**src/rtl/boot_pkg.sv**
```systemverilog
package boot_pkg;
  localparam int BLK_SHIFT = 9;

  typedef enum logic [1:0] {
    ST_ARMED  = 2'd0,
    ST_DELAY  = 2'd1,
    ST_STREAM = 2'd2,
    ST_CMD    = 2'd3
  } boot_state_e;
endpackage

```
**src/rtl/boot_edges.sv**
```systemverilog
module boot_edges (
  input  logic clk_i,
  input  logic rst_ni,
  input  logic sck_i,
  input  logic cs_ni,
  output logic sck_rise_o,
  output logic sck_fall_o,
  output logic cs_fall_o,
  output logic cs_rise_o
);
  logic sck_q, cs_q;

  always_ff @(posedge clk_i or negedge rst_ni) begin
    if (!rst_ni) begin
      sck_q <= 1'b0;
      cs_q  <= 1'b1;
    end else begin
      sck_q <= sck_i;
      cs_q  <= cs_ni;
    end
  end

  assign sck_rise_o = sck_i & ~sck_q;
  assign sck_fall_o = ~sck_i & sck_q;
  assign cs_fall_o  = ~cs_ni & cs_q;
  assign cs_rise_o  = cs_ni & ~cs_q;
endmodule

```
**src/rtl/boot_fetch.sv**
```systemverilog
module boot_fetch #(
  parameter int AW = 16
) (
  input  logic          clk_i,
  input  logic          rst_ni,
  input  logic          start_i,
  input  logic          next_i,
  input  logic [AW-1:0] base_i,
  output logic          mem_req_o,
  output logic [AW-1:0] mem_addr_o,
  input  logic [7:0]    mem_data_i,
  output logic [7:0]    buf_o,
  output logic          buf_vld_o
);
  logic pend_q;

  always_ff @(posedge clk_i or negedge rst_ni) begin
    if (!rst_ni) begin
      mem_req_o  <= 1'b0;
      mem_addr_o <= '0;
      pend_q     <= 1'b0;
      buf_o      <= '0;
      buf_vld_o  <= 1'b0;
    end else begin
      mem_req_o <= start_i | next_i;
      pend_q    <= mem_req_o;
      if (start_i) begin
        mem_addr_o <= base_i;
        buf_vld_o  <= 1'b0;
      end else if (next_i) begin
        mem_addr_o <= mem_addr_o + 1'b1;  // wraps at top of space
        buf_vld_o  <= 1'b0;
      end else if (pend_q) begin
        buf_o     <= mem_data_i;
        buf_vld_o <= 1'b1;
      end
    end
  end

  p_start_addr_r3: assert property (@(posedge clk_i) disable iff (!rst_ni)
    start_i |=> (mem_req_o && mem_addr_o == $past(base_i)));

  p_addr_step_r5: assert property (@(posedge clk_i) disable iff (!rst_ni)
    (next_i && !start_i) |=> (mem_req_o && mem_addr_o == $past(mem_addr_o) + 1'b1));
endmodule

```
**src/rtl/boot_shifter.sv**
```systemverilog
module boot_shifter (
  input  logic       clk_i,
  input  logic       rst_ni,
  input  logic       load_i,
  input  logic       shift_i,
  input  logic [7:0] din_i,
  output logic       msb_o,
  output logic       bit_last_o
);
  logic [7:0] sh_q;
  logic [2:0] bcnt_q;

  always_ff @(posedge clk_i or negedge rst_ni) begin
    if (!rst_ni) begin
      sh_q   <= '0;
      bcnt_q <= '0;
    end else if (load_i) begin
      sh_q   <= din_i;
      bcnt_q <= '0;
    end else if (shift_i) begin
      sh_q   <= {sh_q[6:0], 1'b0};
      bcnt_q <= bcnt_q + 1'b1;
    end
  end

  assign msb_o      = sh_q[7];
  assign bit_last_o = (bcnt_q == 3'd7);

  p_msb_first_r2: assert property (@(posedge clk_i) disable iff (!rst_ni)
    (shift_i && !load_i) |=> (msb_o == $past(sh_q[6]) && bcnt_q == $past(bcnt_q) + 1'b1));
endmodule

```
**src/rtl/boot_stream_resp.sv**
```systemverilog
module boot_stream_resp
  import boot_pkg::*;
#(
  parameter int AW = 16,
  parameter int DW = 8
) (
  input  logic                  clk_i,
  input  logic                  rst_ni,
  input  logic                  cmd_reset_i,
  input  logic                  sck_i,
  input  logic                  cs_ni,
  output logic                  so_o,
  output logic                  so_oe_o,
  output logic                  cmd_en_o,
  output logic                  mem_req_o,
  output logic [AW-1:0]         mem_addr_o,
  input  logic [7:0]            mem_data_i,
  input  logic [AW-BLK_SHIFT-1:0] start_blk_i,
  input  logic [DW-1:0]         delay_cyc_i
);
  boot_state_e state_q, state_d;
  logic [DW-1:0] dcnt_q, dcnt_d;
  logic          done_q, done_d;
  logic          sck_rise, sck_fall, cs_fall, cs_rise;
  logic          f_start, f_next, s_load, s_shift;
  logic [7:0]    buf_data;
  logic          buf_vld, bit_last, msb;
  logic [AW-1:0] base;

  assign base = {start_blk_i, {BLK_SHIFT{1'b0}}};

  boot_edges i_edges (
    .clk_i, .rst_ni, .sck_i, .cs_ni,
    .sck_rise_o(sck_rise), .sck_fall_o(sck_fall),
    .cs_fall_o(cs_fall), .cs_rise_o(cs_rise)
  );

  boot_fetch #(.AW(AW)) i_fetch (
    .clk_i, .rst_ni,
    .start_i(f_start), .next_i(f_next), .base_i(base),
    .mem_req_o, .mem_addr_o, .mem_data_i,
    .buf_o(buf_data), .buf_vld_o(buf_vld)
  );

  boot_shifter i_shift (
    .clk_i, .rst_ni,
    .load_i(s_load), .shift_i(s_shift), .din_i(buf_data),
    .msb_o(msb), .bit_last_o(bit_last)
  );

  always_comb begin
    state_d = state_q;
    dcnt_d  = dcnt_q;
    done_d  = done_q;
    f_start = 1'b0;
    f_next  = 1'b0;
    s_load  = 1'b0;
    s_shift = 1'b0;
    if (cmd_reset_i) begin
      state_d = ST_ARMED;
      dcnt_d  = '0;
      done_d  = 1'b0;
    end else begin
      unique case (state_q)
        ST_ARMED: if (cs_fall) begin
          state_d = ST_DELAY;
          dcnt_d  = '0;
          done_d  = 1'b0;
          f_start = 1'b1;
        end
        ST_DELAY: begin
          if (cs_rise) state_d = ST_ARMED;
          else if (dcnt_q != delay_cyc_i) begin
            if (sck_rise) dcnt_d = dcnt_q + 1'b1;
          end else if (buf_vld && (delay_cyc_i == '0 || sck_fall)) begin
            // first bit goes out on the fall after the last delay rise
            state_d = ST_STREAM;
            s_load  = 1'b1;
            f_next  = 1'b1;
          end
        end
        ST_STREAM: begin
          if (cs_rise) state_d = done_q ? ST_CMD : ST_ARMED;
          else begin
            if (sck_rise && bit_last) done_d = 1'b1;
            if (sck_fall) begin
              if (bit_last) begin
                s_load = 1'b1;
                f_next = 1'b1;
              end else s_shift = 1'b1;
            end
          end
        end
        default: ;
      endcase
    end
  end

  always_ff @(posedge clk_i or negedge rst_ni) begin
    if (!rst_ni) begin
      state_q <= ST_ARMED;
      dcnt_q  <= '0;
      done_q  <= 1'b0;
    end else begin
      state_q <= state_d;
      dcnt_q  <= dcnt_d;
      done_q  <= done_d;
    end
  end

  assign so_oe_o  = (state_q == ST_STREAM) && !cs_ni;
  assign so_o     = so_oe_o & msb;
  assign cmd_en_o = (state_q == ST_CMD);

  p_cmd_sticky_r7: assert property (@(posedge clk_i) disable iff (!rst_ni)
    (state_q == ST_CMD && !cmd_reset_i) |=> state_q == ST_CMD);

  p_rearm_r8: assert property (@(posedge clk_i) disable iff (!rst_ni)
    cmd_reset_i |=> (state_q == ST_ARMED && !cmd_en_o));

  p_early_abort_r9: assert property (@(posedge clk_i) disable iff (!rst_ni)
    (state_q == ST_STREAM && !done_q && cs_rise && !cmd_reset_i) |=> state_q == ST_ARMED);

  p_delay_count_r4: assert property (@(posedge clk_i) disable iff (!rst_ni)
    (state_q == ST_DELAY && !cmd_reset_i && !cs_rise && sck_rise && dcnt_q != delay_cyc_i)
      |=> (dcnt_q == $past(dcnt_q) + 1'b1 && !so_oe_o));
endmodule

```
**config.mk**
```make
export PLATFORM = sky130hd
export DESIGN_NAME = boot_stream_resp
export DESIGN_NICKNAME = d
export VERILOG_FILES = /design/src/rtl/boot_pkg.sv /design/src/rtl/boot_edges.sv /design/src/rtl/boot_fetch.sv /design/src/rtl/boot_shifter.sv /design/src/rtl/boot_stream_resp.sv
export SDC_FILE = /design/constraint.sdc
export NUM_CORES = 1
export LEC_CHECK = 0
export BUFFER_PORTS_ARGS = -buffer_cell sky130_fd_sc_hd__buf_2
export CORE_AREA = 2 2 81 83
export CTS_BUF_LIST = sky130_fd_sc_hd__clkbuf_4
export CTS_CLUSTER_DIAMETER = 50
export DETAILED_ROUTE_END_ITERATION = 8
export DIE_AREA = 0 0 83 85
export MAX_ROUTING_LAYER = met4
export PLACE_DENSITY = 0.65
export REMOVE_ABC_BUFFERS = 1
export SKIP_LAST_GASP = 1
export SYNTH_ARGS = -nofsm -noshare
export SYNTH_HDL_FRONTEND = slang
export SYNTH_SLANG_ARGS = --single-unit
```
**constraint.sdc**
```tcl
create_clock -name clk_i -period 2.3 [get_ports clk_i]
set_input_delay 0.46 -clock clk_i [delete_from_list [all_inputs] [get_ports clk_i]]
set_output_delay 0.46 -clock clk_i [all_outputs]
set_load 0.1 [all_outputs]
```
==> run_summary.xml, run 1 <==
<?xml version="1.0" encoding="UTF-8"?>
<metrics>
  <group name="global_route">
    <metric name="global_route.usage.met2" unit="">0.295</metric>
    <metric name="wire_length_of_the_first_global_routing_pass" unit="um">9950</metric>
    <metric name="grt_most_used_layer" unit="">met2</metric>
    <metric name="overflow" unit="">0</metric>
    <metric name="grt_pass1_vias" unit="">2192</metric>
    <metric name="met3_track_utilization_from_global_routing" unit="">0.0321</metric>
    <metric name="grt_util_all_layers" unit="">0.177</metric>
    <metric name="grt_antenna_before_repair" unit="">0</metric>
    <metric name="grt_max_degree" unit="">52</metric>
    <metric name="met1_usage" unit="">0.222</metric>
  </group>
  <group name="clocking">
    <metric name="cts_made_buffers" unit="">5</metric>
    <metric name="htreeDepth" unit="">2</metric>
    <metric name="clk_pin_slew" unit="ns">0.16</metric>
    <metric name="ctsLongestPathBuffers" unit="">2</metric>
    <metric name="clock_latency" unit="ns">0.38</metric>
    <metric name="clock_sinks" unit="">51</metric>
    <metric name="root_buffer" unit="">sky130_fd_sc_hd__clkbuf_4</metric>
    <metric name="postCtsSetupBuffers" unit="">0</metric>
    <metric name="ctsHoldBuffers" unit="">0</metric>
    <metric name="cts_tree" unit="">built</metric>
  </group>
  <group name="critical_path">
    <metric name="critical_path_class" unit="">register to primary output</metric>
    <metric name="critical_path_arrival" unit="ns">1.73</metric>
    <metric name="critical_path.startpoint_type" unit="">register</metric>
    <metric name="critPathRequiredTime" unit="ns">1.84</metric>
    <metric name="timing.critical_path.to_type" unit="">primary output</metric>
    <metric name="worst-path-max-fanout" unit="">6</metric>
  </group>
  <group name="logic_synthesis">
    <metric name="netlist_instances" unit="">266</metric>
    <metric name="yosysSeqAreaShare" unit="">0.471</metric>
    <metric name="ys_ff_latch" unit="">51</metric>
    <metric name="netlist_cell_types" unit="">43</metric>
    <metric name="synth.largest_area_cell" unit="">sky130_fd_sc_hd__dfrtp_1</metric>
    <metric name="yosys.area.top_type_share" unit="">0.461</metric>
    <metric name="synth.top_cells.by_area" unit="">sky130_fd_sc_hd__dfrtp_1, sky130_fd_sc_hd__xor2_1, sky130_fd_sc_hd__o21ai_0</metric>
    <metric name="synth_warnings" unit="">0</metric>
    <metric name="post_synthesis_area_per_instance" unit="sq um">10.2</metric>
    <metric name="cell_area_after_synthesis" unit="sq um">2720</metric>
  </group>
  <group name="cells_and_area">
    <metric name="final_nets" unit="">366</metric>
    <metric name="antennaDiodeCount" unit="">0</metric>
    <metric name="drive_above_1_share" unit="">0.290</metric>
    <metric name="final_design_utilization" unit="">0.525</metric>
    <metric name="post_route_cell_area" unit="sq um">3250</metric>
    <metric name="area_delta_synth_final" unit="%">19.9</metric>
  </group>
  <group name="sta">
    <metric name="fin_crit_sh" unit="">0.953</metric>
    <metric name="fin_crit" unit="ns">2.19</metric>
    <metric name="timing.hold.ws" unit="ns">0.147</metric>
    <metric name="unrepaired_setup_endpoints_after_global_routing" unit="">true</metric>
    <metric name="slew_headroom" unit="">0.573</metric>
    <metric name="clock_skew" unit="ns">0.0110</metric>
    <metric name="tightest_slew" unit="ns">0.640</metric>
    <metric name="clock.fmax" unit="MHz">456</metric>
    <metric name="maxSlewViolCount" unit="">0</metric>
    <metric name="setup_viol_count_final" unit="">0</metric>
    <metric name="fin_ws" unit="ns">0.109</metric>
    <metric name="finalHoldViolCount" unit="">0</metric>
  </group>
  <group name="routing">
    <metric name="post_drt_wl_per_cell" unit="um">13.8</metric>
    <metric name="vias" unit="">2151</metric>
    <metric name="post_route_wl" unit="um">5640</metric>
    <metric name="route.detailed.vias_per_inst" unit="">5.27</metric>
    <metric name="detail_route.first_pass.iterations" unit="">4</metric>
    <metric name="dr.first_iter.drc_count" unit="">90</metric>
    <metric name="drcViolationCount" unit="">0</metric>
    <metric name="route.antenna.remaining_nets" unit="">0</metric>
  </group>
  <group name="die">
    <metric name="die-area" unit="sq um">7060</metric>
    <metric name="die_w" unit="um">83</metric>
    <metric name="die_y" unit="um">85</metric>
    <metric name="floorplan.initialDensity" unit="">0.438</metric>
    <metric name="core_region_area" unit="sq um">6200</metric>
    <metric name="placementRows" unit="">29</metric>
    <metric name="boundaryPins" unit="">48</metric>
  </group>
  <group name="run_status">
    <metric name="status" unit="">complete, no violations</metric>
  </group>
  <group name="placed_design">
    <metric name="dp.final_hpwl" unit="um">4210</metric>
    <metric name="placed_area" unit="sq um">3180</metric>
    <metric name="finalWeightedCongestion" unit="">0.904</metric>
    <metric name="port_buffers" unit="">47</metric>
    <metric name="placement.setup.worst_slack" unit="ns">-0.00471</metric>
  </group>
  <group name="power_and_ir_drop">
    <metric name="power.static_leakage" unit="uW">0.00149</metric>
    <metric name="design_power_total" unit="uW">1950</metric>
    <metric name="pwr_density_cell" unit="nW/um^2">600</metric>
    <metric name="power.ir.vdd_worst" unit="uV">325</metric>
  </group>
  <group name="run">
    <metric name="max_cap_violations" unit="">0</metric>
  </group>
  <group name="worst_hold_path">
    <metric name="worst_hold_path_type" unit="">input pin to asynchronous set/reset pin</metric>
  </group>
</metrics>
[cell usage after synthesis]
library cell	count
sky130_fd_sc_hd__dfrtp_1	50
sky130_fd_sc_hd__nor2_1	26
sky130_fd_sc_hd__nand2_1	22
sky130_fd_sc_hd__o21ai_0	21
sky130_fd_sc_hd__xor2_1	20
sky130_fd_sc_hd__mux2i_1	9
sky130_fd_sc_hd__ha_1	8
sky130_fd_sc_hd__mux2_2	8
sky130_fd_sc_hd__nand3_1	8
sky130_fd_sc_hd__a31oi_1	7
sky130_fd_sc_hd__clkbuf_1	7
sky130_fd_sc_hd__and2_1	6
sky130_fd_sc_hd__nand4_1	6
sky130_fd_sc_hd__nor2b_1	6
sky130_fd_sc_hd__inv_1	5
sky130_fd_sc_hd__o2111ai_1	5
sky130_fd_sc_hd__o211ai_1	5
sky130_fd_sc_hd__a21oi_1	4
sky130_fd_sc_hd__or3_1	4
sky130_fd_sc_hd__nand2b_1	3
sky130_fd_sc_hd__nand3b_1	3
sky130_fd_sc_hd__nor4_1	3
sky130_fd_sc_hd__xnor2_1	3
sky130_fd_sc_hd__and3_1	2
sky130_fd_sc_hd__nand3_2	2
sky130_fd_sc_hd__nor3_1	2
sky130_fd_sc_hd__nor4_4	2
sky130_fd_sc_hd__o21bai_1	2
sky130_fd_sc_hd__or2_2	2
sky130_fd_sc_hd__or4_1	2
sky130_fd_sc_hd__a21o_1	1
sky130_fd_sc_hd__a221oi_4	1
sky130_fd_sc_hd__a311oi_1	1
sky130_fd_sc_hd__and2_0	1
sky130_fd_sc_hd__and4b_1	1
sky130_fd_sc_hd__buf_1	1
sky130_fd_sc_hd__buf_2	1
sky130_fd_sc_hd__buf_6	1
sky130_fd_sc_hd__dfstp_2	1
sky130_fd_sc_hd__nor2_4	1
sky130_fd_sc_hd__nor3b_1	1
sky130_fd_sc_hd__o21ai_2	1
sky130_fd_sc_hd__o31a_1	1
[final timing paths]
check | cells past startpoint | end | slack, ns | start
setup / recovery | 5 | so_o | 0.11 | state_q[0]$_DFFE_PN0P_
hold / removal | 2 | dcnt_q[7]$_DFFE_PN0P_ | 0.15 | rst_ni
setup reg to reg | 10 | i_fetch.mem_addr_o[14]$_DFFE_PN0P_ | 0.13 | state_q[1]$_DFFE_PN0P_
hold reg to reg | 0 | i_fetch.pend_q$_DFF_PN0_ | 0.40 | i_fetch.mem_req_o$_DFF_PN0_
max in group asynchronous | 2 | i_fetch.mem_addr_o[10]$_DFFE_PN0P_ | 1.71 | rst_ni
min in group clk_i | 1 | i_edges.cs_q$_DFF_PN1_ | 0.20 | cs_ni
[per-stage QoR]
step | instances | setup TNS, ns
after floorplan | 256 | -1.90
after global placement | 400 | 0
after detailed placement | 400 | -0.00471
after CTS | 408 | 0
after global routing | 408 | -0.00371
final | 408 | 0
[placed cells by master (no fill, tap or decap), types with 8 or more instances in the layout]
cell,n
sky130_fd_sc_hd__dfrtp_1,50
sky130_fd_sc_hd__buf_2,45
sky130_fd_sc_hd__nor2_1,26
sky130_fd_sc_hd__nand2_1,22
sky130_fd_sc_hd__o21ai_0,21
sky130_fd_sc_hd__xor2_1,20
sky130_fd_sc_hd__buf_4,20
sky130_fd_sc_hd__mux2i_1,9
sky130_fd_sc_hd__nand3_1,8
sky130_fd_sc_hd__mux2_2,8
[repair_timing]
item	CTS	global route
setup endpoints to repair	1	3
pin swaps	0	1
gates resized for setup	1	2
[layout make-up]
class	count	area, sq um
Clock buffer	5	37.5
Clock inverter	3	26.3
Fill cell	592	2950
Inverter	5	18.8
Multi-Input combinational cell	200	1380
Sequential cell	51	1280
Tap cell	77	96.3
Timing Repair Buffer	67	415
[flip-flops by register name, summed over array words and instances, names as in the netlist]
name and cells:
state_q 2, dcnt_q 8, done_q 1, i_fetch.buf_vld_o 1, i_edges.sck_q 1, i_fetch.mem_addr_o 16
i_shift.sh_q 8, i_edges.cs_q 1, i_fetch.mem_req_o 1, i_fetch.pend_q 1, i_shift.bcnt_q 3, i_fetch.buf_o 8
[critical path, stage by stage (launching register included)]
cell and delay, ns:
sky130_fd_sc_hd__dfrtp_1 0.46, sky130_fd_sc_hd__inv_1 0.12, sky130_fd_sc_hd__ha_2 0.25, sky130_fd_sc_hd__nor2b_2 0.17
sky130_fd_sc_hd__and2_1 0.18, sky130_fd_sc_hd__buf_12 0.18
[layer usage]
metal,wire length (um),share of wire
met2,2850,0.51
met1,2520,0.45
met3,194,0.034
met5,0,0
met4,75,0.013
[cells by family (layout without fill, tap and decap cells)]
| family | Yosys count | after routing | share of synthesized area |
|---|---|---|---|
| flops | 51 | 51 | 0.471 |
| buf+inv | 15 | 80 | 0.0240 |
| mux | 17 | 17 | 0.0664 |
| simple gates | 103 | 103 | 0.208 |
| xor+xnor | 23 | 23 | 0.0742 |
| compound gates | 49 | 49 | 0.120 |
| fa+ha+maj | 8 | 8 | 0.0369 |
[power breakdown]
group,switching (uW),internal [uW],leakage (uW),total (uW)
registers,61.2,974,0.000669,1030
logic,337,124,0.000780,462
clock network,323,132,0.0000366,456
total,722,1230,0.00149,1950
(Power assumes the default switching activity.)
==> run 2, diff against run 1 <==
- PLACE_DENSITY: 0.65 -> 0.68
==> run_summary.xml, run 2 (synthesis gave the netlist of run 1 again) <==
<?xml version="1.0" encoding="UTF-8"?>
<metrics>
  <group name="power_and_ir_drop">
    <metric name="pwr_density_cell" unit="nW/um^2">601</metric>
    <metric name="power.static_leakage" unit="uW">0.00149</metric>
    <metric name="power.ir.vdd_worst" unit="uV">440</metric>
  </group>
  <group name="routing">
    <metric name="drcViolationCount" unit="">0</metric>
    <metric name="post_drt_wl_per_cell" unit="um">14.1</metric>
    <metric name="vias" unit="">2173</metric>
    <metric name="route.antenna.remaining_nets" unit="">0</metric>
    <metric name="detail_route.first_pass.iterations" unit="">4</metric>
    <metric name="route.detailed.vias_per_inst" unit="">5.34</metric>
    <metric name="dr.first_iter.drc_count" unit="">93</metric>
    <metric name="post_route_wl" unit="um">5730</metric>
  </group>
  <group name="sta">
    <metric name="maxSlewViolCount" unit="">0</metric>
    <metric name="clock_skew" unit="ns">0.0150</metric>
    <metric name="unrepaired_setup_endpoints_after_global_routing" unit="">true</metric>
    <metric name="fin_crit_sh" unit="">0.971</metric>
    <metric name="setup_viol_count_final" unit="">0</metric>
    <metric name="tightest_slew" unit="ns">0.526</metric>
    <metric name="clock.fmax" unit="MHz">448</metric>
    <metric name="finalHoldViolCount" unit="">0</metric>
    <metric name="timing.hold.ws" unit="ns">0.202</metric>
    <metric name="slew_headroom" unit="">0.648</metric>
    <metric name="fin_crit" unit="ns">2.23</metric>
  </group>
  <group name="critical_path">
    <metric name="cp_num_buf_inv" unit="">3</metric>
    <metric name="critical-path-slowest-cell" unit="">sky130_fd_sc_hd__dfrtp_1</metric>
    <metric name="critical_path.max_stage_delay" unit="ns">0.46</metric>
    <metric name="worst-path-max-fanout" unit="">5</metric>
    <metric name="critical_path.cell_chain" unit="">inv_2 &gt; ha_1 &gt; buf_4 &gt; nor2b_2 &gt; and2_4 &gt; buf_12</metric>
    <metric name="timing.critical_path.to_type" unit="">primary output</metric>
    <metric name="critical_path.startpoint_type" unit="">register</metric>
    <metric name="critPathRequiredTime" unit="ns">1.84</metric>
    <metric name="critical_path_arrival" unit="ns">1.77</metric>
    <metric name="cp_top_family" unit="">flip-flops</metric>
    <metric name="critical_path_class" unit="">register to primary output</metric>
  </group>
  <group name="die">
    <metric name="core_region_area" unit="sq um">6200</metric>
    <metric name="floorplan.initialDensity" unit="">0.438</metric>
    <metric name="die_y" unit="um">85</metric>
    <metric name="placementRows" unit="">29</metric>
    <metric name="die_w" unit="um">83</metric>
    <metric name="die-area" unit="sq um">7060</metric>
    <metric name="boundaryPins" unit="">48</metric>
  </group>
  <group name="clocking">
    <metric name="htreeDepth" unit="">2</metric>
    <metric name="cts_tree" unit="">built</metric>
    <metric name="root_buffer" unit="">sky130_fd_sc_hd__clkbuf_4</metric>
    <metric name="clk_pin_slew" unit="ns">0.17</metric>
    <metric name="ctsLongestPathBuffers" unit="">2</metric>
    <metric name="cts_made_buffers" unit="">5</metric>
    <metric name="clock_sinks" unit="">51</metric>
    <metric name="clock_latency" unit="ns">0.38</metric>
  </group>
  <group name="run_status">
    <metric name="status" unit="">complete, no violations</metric>
  </group>
  <group name="cells_and_area">
    <metric name="final_cells" unit="">407</metric>
    <metric name="drive_above_1_share" unit="">0.303</metric>
    <metric name="biggest_register" unit="">i_fetch.mem_addr_o</metric>
    <metric name="area_delta_synth_final" unit="%">20.5</metric>
    <metric name="final_design_utilization" unit="">0.527</metric>
    <metric name="combined_area_of_the_multi_input_logic_cells" unit="sq um">1400</metric>
    <metric name="largest_register_ff_count" unit="">16</metric>
    <metric name="fillers" unit="">570</metric>
    <metric name="commonest_cells_after_routing_fill_and_taps_aside" unit="">sky130_fd_sc_hd__dfrtp_1, sky130_fd_sc_hd__buf_2, sky130_fd_sc_hd__nor2_1</metric>
    <metric name="antennaDiodeCount" unit="">0</metric>
    <metric name="final_nets" unit="">365</metric>
    <metric name="layout.cells.most_common" unit="">sky130_fd_sc_hd__dfrtp_1</metric>
    <metric name="area.sequential" unit="sq um">1280</metric>
  </group>
  <group name="placed_design">
    <metric name="port_buffers" unit="">47</metric>
    <metric name="finalWeightedCongestion" unit="">0.886</metric>
    <metric name="place.detailed.instances" unit="">396</metric>
    <metric name="dp.final_hpwl" unit="um">4380</metric>
  </group>
  <group name="run">
    <metric name="max_cap_violations" unit="">0</metric>
  </group>
  <group name="global_route">
    <metric name="grt_pass1_vias" unit="">2092</metric>
    <metric name="grt_antenna_before_repair" unit="">0</metric>
    <metric name="grt_max_degree" unit="">21</metric>
    <metric name="overflow" unit="">0</metric>
    <metric name="wire_length_of_the_first_global_routing_pass" unit="um">9790</metric>
    <metric name="grt_util_all_layers" unit="">0.174</metric>
  </group>
  <group name="worst_hold_path">
    <metric name="worst_hold_path_type" unit="">input pin to register</metric>
  </group>
</metrics>
-- run 2: per-stage QoR --
step	setup slack (ns)	power [uW]	instance area (sq um)	setup TNS (ns)
2_1_floorplan	-1.17	1380	2670	-1.90
3_3_place_gp	0.0686	1510	3150	0
3_5_place_dp	0.0154	1520	3150	0
4_1_cts	-0.00450	1970	3230	-0.00450
5_1_grt	-0.0138	2060	3270	-0.0257
6_report	0.0663	1970	3270	0
-- run 2: worst paths after layout --
path / start / to / depth (start not counted) / slack, ns
max in group asynchronous: rst_ni / i_edges.cs_q$_DFF_PN1_ / 3 / 1.14
worst max register to register: state_q[1]$_DFFE_PN0P_ / i_fetch.mem_addr_o[14]$_DFFE_PN0P_ / 9 / 0.09
worst min register to register: i_fetch.mem_req_o$_DFF_PN0_ / i_fetch.pend_q$_DFF_PN0_ / 0 / 0.45
worst max-delay path: state_q[0]$_DFFE_PN0P_ / so_o / 6 / 0.07
min in group asynchronous: rst_ni / state_q[1]$_DFFE_PN0P_ / 2 / 0.51
worst min-delay path: cs_ni / i_edges.cs_q$_DFF_PN1_ / 1 / 0.20
-- run 2: repair_timing --
action | CTS | global route
resized for setup | 1 | 8
setup endpoints to repair | 1 | 20
hold endpoints to repair | 15 | 0
hold buffers | 1 | 0
setup buffers | 0 | 2
cloned | 0 | 0
-- run 2: layout make-up --
cell class                      instances  area share
Clock buffer                            5      0.0115
Clock inverter                          3     0.00880
Inverter                                5     0.00574
Multi-Input combinational cell        200       0.428
Sequential cell                        51       0.391
Tap cell                               77      0.0295
Timing Repair Buffer                   66       0.125
-- run 2: worst register-to-register path: cells and delay by family (launching register included) --
kind	cells	cell delay, ns
AOI/OAI and AO/OA	2	0.24
adders and majority gates	1	0.18
buffers and inverters	2	0.28
DFF	1	0.46
and+or+nand+nor	4	0.98
-- run 2: layer usage --
layer / GRT usage / up-vias / wire length [um]
li1: - / 1075 / -
met1: 0.230 / 1037 / 2660
met2: 0.276 / 57 / 2770
met3: 0.0350 / 4 / 247
met4: 0.0462 / 0 / 42
met5: - / - / 0
-- run 2: report_power, final --
| group | switching, uW | leakage [uW] | internal, uW |
|---|---|---|---|
| clock network | 323 | 0.0000381 | 136 |
| logic | 342 | 0.000780 | 132 |
| registers | 59.8 | 0.000669 | 974 |
| total | 725 | 0.00149 | 1240 |
